**src/rtl/ccd_pkg.sv**
```systemverilog
`timescale 1ns/1ps
package ccd_pkg;
    typedef logic [1:0] reg_addr_t;

    localparam reg_addr_t ADR_DIV = 2'd0;
    localparam reg_addr_t ADR_ENA = 2'd1;
    localparam reg_addr_t ADR_CMD = 2'd2;
    localparam reg_addr_t ADR_STS = 2'd3;

    localparam int CMD_START_BIT = 31;
    localparam int CMD_UPD_BIT   = 21;
    localparam int CMD_WAIT_BIT  = 13;
    localparam int STS_BUSY_BIT  = 9;
    localparam int STS_LOCK_BIT  = 12;
    localparam int DATA_W        = 32;

    typedef enum logic [1:0] {
        ST_IDLE = 2'd0,
        ST_HOLD = 2'd1,
        ST_SYNC = 2'd2
    } ctrl_state_t;
endpackage

```
**src/rtl/ccd_regs.sv**
```systemverilog
`timescale 1ns/1ps
module ccd_regs
    import ccd_pkg::*;
#(
    parameter int DIV_W = 8
) (
    input  logic               clk,
    input  logic               rst_n,
    input  logic               wr_en,
    input  reg_addr_t          wr_addr,
    input  logic [DATA_W-1:0]  wr_data,
    input  reg_addr_t          rd_addr,
    output logic [DATA_W-1:0]  rd_data,
    input  logic               data_busy,
    input  logic               cmd_done,
    output logic [DIV_W-1:0]   div_sh,
    output logic               en_sh,
    output logic               start_q,
    output logic               upd_q,
    output logic               wt_q,
    output logic               lock_q
);
    logic cmd_wr;
    logic cmd_accept;
    logic lock_set;
    logic lock_clr;
    logic unused_wdata;

    assign cmd_wr     = wr_en && (wr_addr == ADR_CMD) && wr_data[CMD_START_BIT];
    assign cmd_accept = cmd_wr && !start_q;
    assign lock_set   = cmd_wr && start_q;
    assign lock_clr   = wr_en && (wr_addr == ADR_STS) && wr_data[STS_LOCK_BIT];
    assign unused_wdata = ^wr_data;

    always_ff @(posedge clk or negedge rst_n) begin
        if (!rst_n) begin
            div_sh <= '0;
            en_sh  <= 1'b0;
        end else if (wr_en) begin
            if (wr_addr == ADR_DIV) div_sh <= wr_data[DIV_W-1:0];
            if (wr_addr == ADR_ENA) en_sh  <= wr_data[0];
        end
    end

    always_ff @(posedge clk or negedge rst_n) begin
        if (!rst_n) begin
            start_q <= 1'b0;
            upd_q   <= 1'b0;
            wt_q    <= 1'b0;
        end else if (cmd_accept) begin
            start_q <= 1'b1;
            upd_q   <= wr_data[CMD_UPD_BIT];
            wt_q    <= wr_data[CMD_WAIT_BIT];
        end else if (cmd_done) begin
            start_q <= 1'b0;
        end
    end

    always_ff @(posedge clk or negedge rst_n) begin
        if (!rst_n)        lock_q <= 1'b0;
        else if (lock_set) lock_q <= 1'b1;
        else if (lock_clr) lock_q <= 1'b0;
    end

    always_comb begin
        rd_data = '0;
        case (rd_addr)
            ADR_DIV: rd_data[DIV_W-1:0] = div_sh;
            ADR_ENA: rd_data[0] = en_sh;
            ADR_CMD: begin
                rd_data[CMD_START_BIT] = start_q;
                rd_data[CMD_UPD_BIT]   = upd_q;
                rd_data[CMD_WAIT_BIT]  = wt_q;
            end
            default: begin
                rd_data[STS_BUSY_BIT] = data_busy;
                rd_data[STS_LOCK_BIT] = lock_q;
            end
        endcase
    end
endmodule

```
**src/rtl/ccd_ctrl.sv**
```systemverilog
`timescale 1ns/1ps
module ccd_ctrl
    import ccd_pkg::*;
(
    input  logic        clk,
    input  logic        rst_n,
    input  logic        start_q,
    input  logic        upd_q,
    input  logic        wt_q,
    input  logic        data_busy,
    input  logic        load_ack,
    output logic        cmd_done,
    output logic        load_req,
    output ctrl_state_t st
);
    ctrl_state_t st_nx;

    always_ff @(posedge clk or negedge rst_n) begin
        if (!rst_n) st <= ST_IDLE;
        else        st <= st_nx;
    end

    always_comb begin
        st_nx    = st;
        cmd_done = 1'b0;
        load_req = 1'b0;
        unique case (st)
            ST_IDLE: begin
                if (start_q) begin
                    if (wt_q && data_busy) st_nx = ST_HOLD;
                    else if (upd_q)        st_nx = ST_SYNC;
                    else                   cmd_done = 1'b1;
                end
            end
            ST_HOLD: begin
                if (!data_busy) begin
                    if (upd_q) begin
                        st_nx = ST_SYNC;
                    end else begin
                        cmd_done = 1'b1;
                        st_nx    = ST_IDLE;
                    end
                end
            end
            ST_SYNC: begin
                load_req = 1'b1;
                if (load_ack) begin
                    cmd_done = 1'b1;
                    st_nx    = ST_IDLE;
                end
            end
            default: st_nx = ST_IDLE;
        endcase
    end
endmodule

```
**src/rtl/ccd_clkgen.sv**
```systemverilog
`timescale 1ns/1ps
module ccd_clkgen #(
    parameter int DIV_W = 8
) (
    input  logic             clk,
    input  logic             rst_n,
    input  logic             load_req,
    input  logic [DIV_W-1:0] div_sh,
    input  logic             en_sh,
    output logic             load_ack,
    output logic             en_act,
    output logic             card_clk
);
    localparam logic [DIV_W-1:0] ONE = {{(DIV_W-1){1'b0}}, 1'b1};

    logic [DIV_W-1:0] div_act;
    logic [DIV_W-1:0] cnt_q;
    logic [DIV_W-1:0] half_len;
    logic             phase_end;
    logic             safe;

    assign half_len  = (div_act == '0) ? ONE : div_act;
    assign phase_end = (cnt_q == half_len - ONE);
    assign safe      = !en_act || (!card_clk && phase_end);
    assign load_ack  = load_req && safe;

    always_ff @(posedge clk or negedge rst_n) begin
        if (!rst_n) begin
            div_act  <= '0;
            en_act   <= 1'b0;
            cnt_q    <= '0;
            card_clk <= 1'b0;
        end else if (load_ack) begin
            div_act  <= div_sh;
            en_act   <= en_sh;
            cnt_q    <= '0;
            card_clk <= en_sh;
        end else if (!en_act) begin
            cnt_q    <= '0;
            card_clk <= 1'b0;
        end else if (phase_end) begin
            cnt_q    <= '0;
            card_clk <= !card_clk;
        end else begin
            cnt_q    <= cnt_q + ONE;
        end
    end
endmodule

```
**src/rtl/ccd_card_clock.sv**
```systemverilog
`timescale 1ns/1ps
module ccd_card_clock
    import ccd_pkg::*;
#(
    parameter int DIV_W = 8
) (
    input  logic        clk,
    input  logic        rst_n,
    input  logic        wr_en,
    input  logic [1:0]  wr_addr,
    input  logic [31:0] wr_data,
    input  logic [1:0]  rd_addr,
    output logic [31:0] rd_data,
    input  logic        data_busy,
    output logic        card_clk
);
    logic [DIV_W-1:0] div_sh;
    logic             en_sh;
    logic             start_q;
    logic             upd_q;
    logic             wt_q;
    logic             lock_q;
    logic             cmd_done;
    logic             load_req;
    logic             load_ack;
    logic             en_act;
    ctrl_state_t      st;

    ccd_regs #(.DIV_W(DIV_W)) i_regs (
        .clk(clk), .rst_n(rst_n), .wr_en(wr_en), .wr_addr(wr_addr),
        .wr_data(wr_data), .rd_addr(rd_addr), .rd_data(rd_data),
        .data_busy(data_busy), .cmd_done(cmd_done), .div_sh(div_sh),
        .en_sh(en_sh), .start_q(start_q), .upd_q(upd_q), .wt_q(wt_q),
        .lock_q(lock_q)
    );

    ccd_ctrl i_ctrl (
        .clk(clk), .rst_n(rst_n), .start_q(start_q), .upd_q(upd_q),
        .wt_q(wt_q), .data_busy(data_busy), .load_ack(load_ack),
        .cmd_done(cmd_done), .load_req(load_req), .st(st)
    );

    ccd_clkgen #(.DIV_W(DIV_W)) i_gen (
        .clk(clk), .rst_n(rst_n), .load_req(load_req), .div_sh(div_sh),
        .en_sh(en_sh), .load_ack(load_ack), .en_act(en_act),
        .card_clk(card_clk)
    );
endmodule

```
**config.mk**
```make
export PLATFORM = sky130hd
export DESIGN_NAME = ccd_card_clock
export DESIGN_NICKNAME = d
export VERILOG_FILES = /design/src/rtl/ccd_pkg.sv /design/src/rtl/ccd_regs.sv /design/src/rtl/ccd_ctrl.sv /design/src/rtl/ccd_clkgen.sv /design/src/rtl/ccd_card_clock.sv
export SDC_FILE = /design/constraint.sdc
export NUM_CORES = 1
export LEC_CHECK = 0
export BUFFER_PORTS_ARGS = -buffer_cell sky130_fd_sc_hd__buf_2
export CAP_MARGIN = 20
export CORE_MARGIN = 4
export CORE_UTILIZATION = 49
export DETAILED_ROUTE_END_ITERATION = 6
export PLACE_DENSITY = 0.8
export REMOVE_ABC_BUFFERS = 1
export SETUP_SLACK_MARGIN = 0.02
export SYNTH_ARGS = -nofsm -noshare
export SYNTH_HDL_FRONTEND = slang
export SYNTH_SLANG_ARGS = --single-unit
export TNS_END_PERCENT = 20
```
**constraint.sdc**
```tcl
create_clock -name clk -period 4.5 [get_ports clk]
set_input_delay 0.225 -clock clk [delete_from_list [all_inputs] [get_ports clk]]
set_output_delay 0.225 -clock clk [all_outputs]
set_load 0.02 [all_outputs]
```
# Yosys cells after proc, flatten, opt, wreduce, memory -nomap -nowiden
# Index checks and enable logic that the tools add are counted.
dict set report classes {
  eq_ne 13
  muxes 32
  n_reduce_logical 23
  addsub 2
}
# op count
set op_table {}
lappend op_table {{$mux 8} 4}
lappend op_table {{$mux 1} 18}
lappend op_table {{$mux 2} 6}
lappend op_table {{$logic_and 1x1->1} 9}
lappend op_table {{$add 8x1->8 const B} 1}
lappend op_table {{$eq 2x2->1 const B} 4}
lappend op_table {{$eq 8x8->1} 1}
lappend op_table {{$logic_not 8->1} 1}
lappend op_table {{$sub 8x1->8 const B} 1}
lappend op_table {{$mux 7} 1}
lappend op_table {{$eq 2x1->1 const B} 3}
lappend op_table {{$logic_not 2->1} 3}
lappend op_table {{$pmux 2 s3} 1}
lappend op_table {{$ne 2x2->1 const B} 2}
lappend op_table {{$reduce_and 2->1} 2}
lappend op_table {{$reduce_and 4->1} 1}
lappend op_table {{$reduce_bool 2->1} 2}
lappend op_table {{$logic_not 1->1} 3}
lappend op_table {{$ne 3x2->1 const B} 1}
lappend op_table {{$ne 3x3->1 const B} 1}
lappend op_table {{$pmux 1 s3} 1}
lappend op_table {{$reduce_or 3->1} 1}
lappend op_table {{$ne 2x1->1 const B} 1}
lappend op_table {{$pmux 1 s2} 1}
lappend op_table {{$logic_or 1x1->1} 1}
dict set report totals {
  elab_cells 81
  regBits 33
}

# Depth between registers and ports, before layout
dict set report logic_depth {
  word_depth 11
  ltp_mapped 12
  mapped_depth_nobuf 10
}

# Hierarchy
# A second synthesis with hierarchy kept.
dict set report hier_totals {
  hier_cells 177
  area_unflattened_um2 1903.1
}
# module cells_each area_per_inst_um2 n_inst
set by_module_without_submodules {}
lappend by_module_without_submodules {ccd_clkgen 91 1008.5 1}
lappend by_module_without_submodules {ccd_regs 69 759.5 1}
lappend by_module_without_submodules {ccd_ctrl 17 135.1 1}

# Worst setup path after synthesis
# Ideal clock, no wire load.
dict set report synth_timing {
  path_kind {register to register}
  start {register i_gen.div_act[2]}
  end {register i_gen.div_act[0]}
  t_arrival_ns 3.239
  path_slack_ns 1.136
  required_ns 4.375
  setup_ns 0.125
  path_stages_with_launch 13
  path_cell_list {dfrtp_1 > buf_2 > or4_1 > o21ai_1 > inv_1 > ha_1 > xor2_1 > xnor2_1 > nand3_1 > or4_1 > buf_2 > o41ai_4 > mux2_2}
}
dict set report synth_via {
  elab_chain_len 7
}
# element line_no
set synth_lines {}
lappend synth_lines {{start, declared} ccd_clkgen.sv:16} ;# logic [DIV_W-1:0] div_act;
lappend synth_lines {{start signal, assigned} ccd_clkgen.sv:34} ;# div_act <= div_sh;
lappend synth_lines {{$logic_not 8->1} ccd_clkgen.sv:22} ;# assign half_len = (div_act == '0) ? ONE : div_act;
lappend synth_lines {{$mux 8 (*)} ccd_clkgen.sv:22}
lappend synth_lines {{$sub 8x1->8 (*)} ccd_clkgen.sv:23} ;# assign phase_end = (cnt_q == half_len - ONE);
lappend synth_lines {{$eq 8x8->1 (*)} ccd_clkgen.sv:23}
lappend synth_lines {{$logic_and 1x1->1 (*)} ccd_clkgen.sv:24} ;# assign safe = !en_act || (!card_clk && phase_end);
lappend synth_lines {{$logic_or 1x1->1 (*)} ccd_clkgen.sv:24}
lappend synth_lines {{$logic_and 1x1->1 (*)} ccd_clkgen.sv:25} ;# assign load_ack = load_req && safe;
# Mark *: on every way between the ends. The rest lies on a longest branch, timed or not.
# A chain may end at the register's enable or synchronous reset.

# Worst setup path in the final report
dict set report layout_timing {
  start {register i_gen.div_act[1]}
  end {register i_gen.div_act[0]}
}
# The elaborated chain is that of the path after synthesis.

==> metrics.md <==
| Metric | Value |
|---|---|
| Cell seen most often among critical-path stages | sky130_fd_sc_hd__or4_1 |
| Pins over their slew limit | 0 |
| Status | finished with violations |
| Min Clock Period, post-route | 3.66 ns |
| Highest clock rate | 0.273 GHz |
| Relative slew slack | 26.0% |
| Warnings from Yosys | 0 |
| Number of global-route vias before repair | 1,305 |
| CP max FO | 9 |
| Net count, final | 269 |
| Post-synth EDFFs | 0 |
| Final period util | 81.4% |
| Worst hold path class | input port to asynchronous set/reset pin |
| Cts bufs inserted | 5 |
| Net switching share of the total power | 39.2% |
| Maximum number of pins on one net before global-route repair | 34 |
| CP delay by family, top | simple AND/OR/NAND/NOR gates |
| Violated checks | hold timing |
| Clock sink count | 33 |
| Switch Pwr | 0.453 mW |
| Clock Power Share | 18.3% |
| Routed wire length | 3470 um |
| Clk buf depth | 2 |
| Worst path buffer plus inverter count | 1 |
| TritonCTS clock tree | done |
| Gpl congestion | 0.900 |
| Transition at the pin with the smallest max-transition slack | 1.11 ns |
| First-iteration detailed-routing DRC count | 34 |
| Maxcap violations | 0 |
| WP data arrival | 3.83 ns |
| Row cnt | 22 |
| Post-CTS setup-driven buffer insertion count | 0 |
| Grt total ovfl | 0 |
| Final worst hold slack | -0.0108 ns |
| Internal power | 0.702 mW |
| Overall die area | 5010 um2 |
| CP Depth | 10 |
| Post-CTS resize count | 0 |
| Worst Path Class, Setup | flop to flop |
| Die W | 70.8 um |
| 1st-pass router iterations | 6 |
| Dominant register cell in the synthesized netlist | sky130_fd_sc_hd__dfrtp_1 |
| Final cell utilization of the core | 57.5% |
| Syn Inst Count | 191 |
| Sequential cell area | 826 um2 |
| Max stage delay cell, worst path | sky130_fd_sc_hd__o41ai_4 |
| Cell depth of the worst flop-to-flop path | 10 |
| Number of buffers inserted for hold repair after clock tree synthesis | 0 |
| Number of design rule violations left after detail routing | 0 |
| Setup Total Neg Slack | 0 ns |
| Unrepaired setup endpoints after global routing | false |
| Global-route wire length before repair | 5910 um |
| Sequential element share of the synthesized area | 42.7% |
| Share of flip-flops with an asynchronous set or reset | 100% |
| Core outline area | 3740 um2 |
| CP startpoint kind | flop |
| Dpl hpwl | 2690 um |
| Leakage power of the design | 1.03 nW |
| Initial core utilization | 51.6% |
| Clock-pin slew reported for the worst setup and hold paths after clock tree synthesis | 0.07 ns |
| Ordered list of cells on the worst path | or4_1 > o21ai_1 > inv_1 > ha_1 > xor2_1 > xnor2_1 > nand3_1 > or4_1 > o41ai_4 > mux2_2 |
| Clock Tree Root | sky130_fd_sc_hd__clkbuf_8 |
| Relative area change from synthesis to final layout | 11.3% |
| Global router's overall resource usage | 14.8% |
| Register share of total power | 43.2% |
| Origin of the critical flop-to-flop path | i_gen.div_act[1] |
| Pwr per Cell Area | 537 nW/um2 |
| Height of the die | 70.8 um |
| Post-route antenna net violation count | 0 |
| Worst stage delay on the critical path | 0.64 ns |
| Peak supply drop | 275 uV |
| Number of filler instances in the final layout | 341 |
| Register-to-Register Setup Slack | 0.84 ns |
| Portion of total power attributed to combinational logic | 38.5% |
| Setup clock skew after layout | 0.00709 ns |
| Per-cell routed wire length | 12.6 um |
| Avg Synthesized Cell Area | 10.1 um2 |
| Yosys reg bits | 33 |
| Final antenna diode count | 0 |
| Number of input and output port buffers inserted | 33 |
| Post-synthesis cell area | 1930 um2 |
| Proportion of layout cells with a drive suffix above 1 | 26.8% |
| Number of hold violations in the final report | 25 |
| Number of vias after detailed routing | 1,431 |
| Sort of element at the end of the critical path | flop |
| Count of distinct cell types in the synthesized netlist | 39 |
| Total area of multi-input combinational cells | 991 um2 |
| Worst skew pair latency | 0.28 ns |
| Data required, critical path | 4.66 ns |
| Routed via count divided by cell count | 5.18 |
| Level count of the clock H-tree | 2 |
| Crit Reg-Reg Endpoint | i_gen.div_act[0] |
| Antenna violations before repair | 0 |
| IO Pins | 73 |
| Setup violators final | 0 |
sequential cells by signal, summed over array words and instances (netlist names):
register        cells
i_ctrl.st           2
i_gen.card_clk      1
i_gen.cnt_q         8
i_gen.div_act       8
i_gen.en_act        1
i_regs.div_sh       8
i_regs.en_sh        1
i_regs.lock_q       1
i_regs.start_q      1
i_regs.upd_q        1
i_regs.wt_q         1
cell usage after synthesis (4+ instances only):
library cell	n	area (um2)
sky130_fd_sc_hd__xnor2_1	7	61.3
sky130_fd_sc_hd__and2_1	10	62.6
sky130_fd_sc_hd__nand2_1	5	18.8
sky130_fd_sc_hd__and3_1	4	25.0
sky130_fd_sc_hd__buf_4	19	143
sky130_fd_sc_hd__o21ai_0	8	40.0
sky130_fd_sc_hd__inv_1	7	26.3
sky130_fd_sc_hd__nand3_1	8	40.0
sky130_fd_sc_hd__dfrtp_1	33	826
sky130_fd_sc_hd__nor2_1	16	60.1
sky130_fd_sc_hd__nand2b_1	4	25.0
sky130_fd_sc_hd__mux2_2	19	214
sky130_fd_sc_hd__xor2_1	7	61.3
sky130_fd_sc_hd__nor2b_1	7	43.8
power by group through the flow:
stage / Sequential (mW) / Clock, mW / Combinational [mW]
floorplan: 0.473 / 0 / 0.361
CTS: 0.497 / 0.219 / 0.452
global route: 0.514 / 0.234 / 0.506
detailed placement: 0.502 / 0 / 0.448
finish: 0.498 / 0.211 / 0.445
global placement: 0.498 / 0 / 0.433
layout make-up:
cell class / count / area share, %
Multi-Input combinational cell: 147 / 46.1
Clock buffer: 6 / 3.37
Clock inverter: 2 / 0.465
Timing Repair Buffer: 33 / 7.68
Inverter: 7 / 1.22
Tap cell: 48 / 2.79
Sequential cell: 33 / 38.4
stage by stage:
stage          power, mW  instance area, um2  hold WS, ns  std cells  worst slack (ns)
4_1_cts             1.17                2150      0.00917        276             0.814
3_5_place_dp       0.950                2070        0.319        268             0.829
6_report            1.15                2150      -0.0108        276             0.835
3_3_place_gp       0.931                2070        0.321        268             0.869
5_1_grt             1.25                2150       0.0443        276             0.603
2_1_floorplan      0.835                1840      -0.0706        187              1.17
placed cells by master (no fill, tap or decap), drive strengths merged, types with 6 or more instances in the layout:
cell type / count
dfrtp: 33
buf: 33
mux2: 19
conb: 19
nor2: 16
and2: 10
o21ai: 10
nand3: 8
inv: 7
xnor2: 7
nor2b: 7
xor2: 7
clkbuf: 6
per-layer routing:
metal / vias to the layer above / global-route usage (%) / part of all wire [%]
li1: 698 / - / -
met1: 690 / 18.3 / 45
met2: 37 / 24.4 / 48
met3: 6 / 4.26 / 5.6
met4: 0 / 5.64 / 1.8
met5: - / 0 / 0
cells by family after synthesis:
| logic type | count (synthesis) | synth area share (%) |
|---|---|---|
| AND/OR/NAND/NOR | 66 | 18.5 |
| buffers and inverters | 29 | 9.46 |
| flip-flops | 33 | 42.7 |
| AO/OA/AOI/OAI | 25 | 9.33 |
| other | 1 | 0.194 |
| multiplexers | 21 | 12.1 |
| XOR/XNOR | 14 | 6.35 |
| adder cells (fa/ha/maj) | 2 | 1.30 |
worst max path at each step:
stage                startpoint               end  slack [ns]
3_5_place_dp   i_gen.div_act[1]  i_gen.div_act[7]        0.83
6_report       i_gen.div_act[1]  i_gen.div_act[0]        0.84
4_1_cts        i_gen.div_act[1]  i_gen.div_act[0]        0.81
2_1_floorplan  i_gen.div_act[1]  i_gen.div_act[0]        1.17
3_3_place_gp   i_gen.div_act[1]  i_gen.div_act[6]        0.87
5_1_grt        i_gen.div_act[1]  i_gen.div_act[3]        0.60
(Power assumes the default switching activity.)
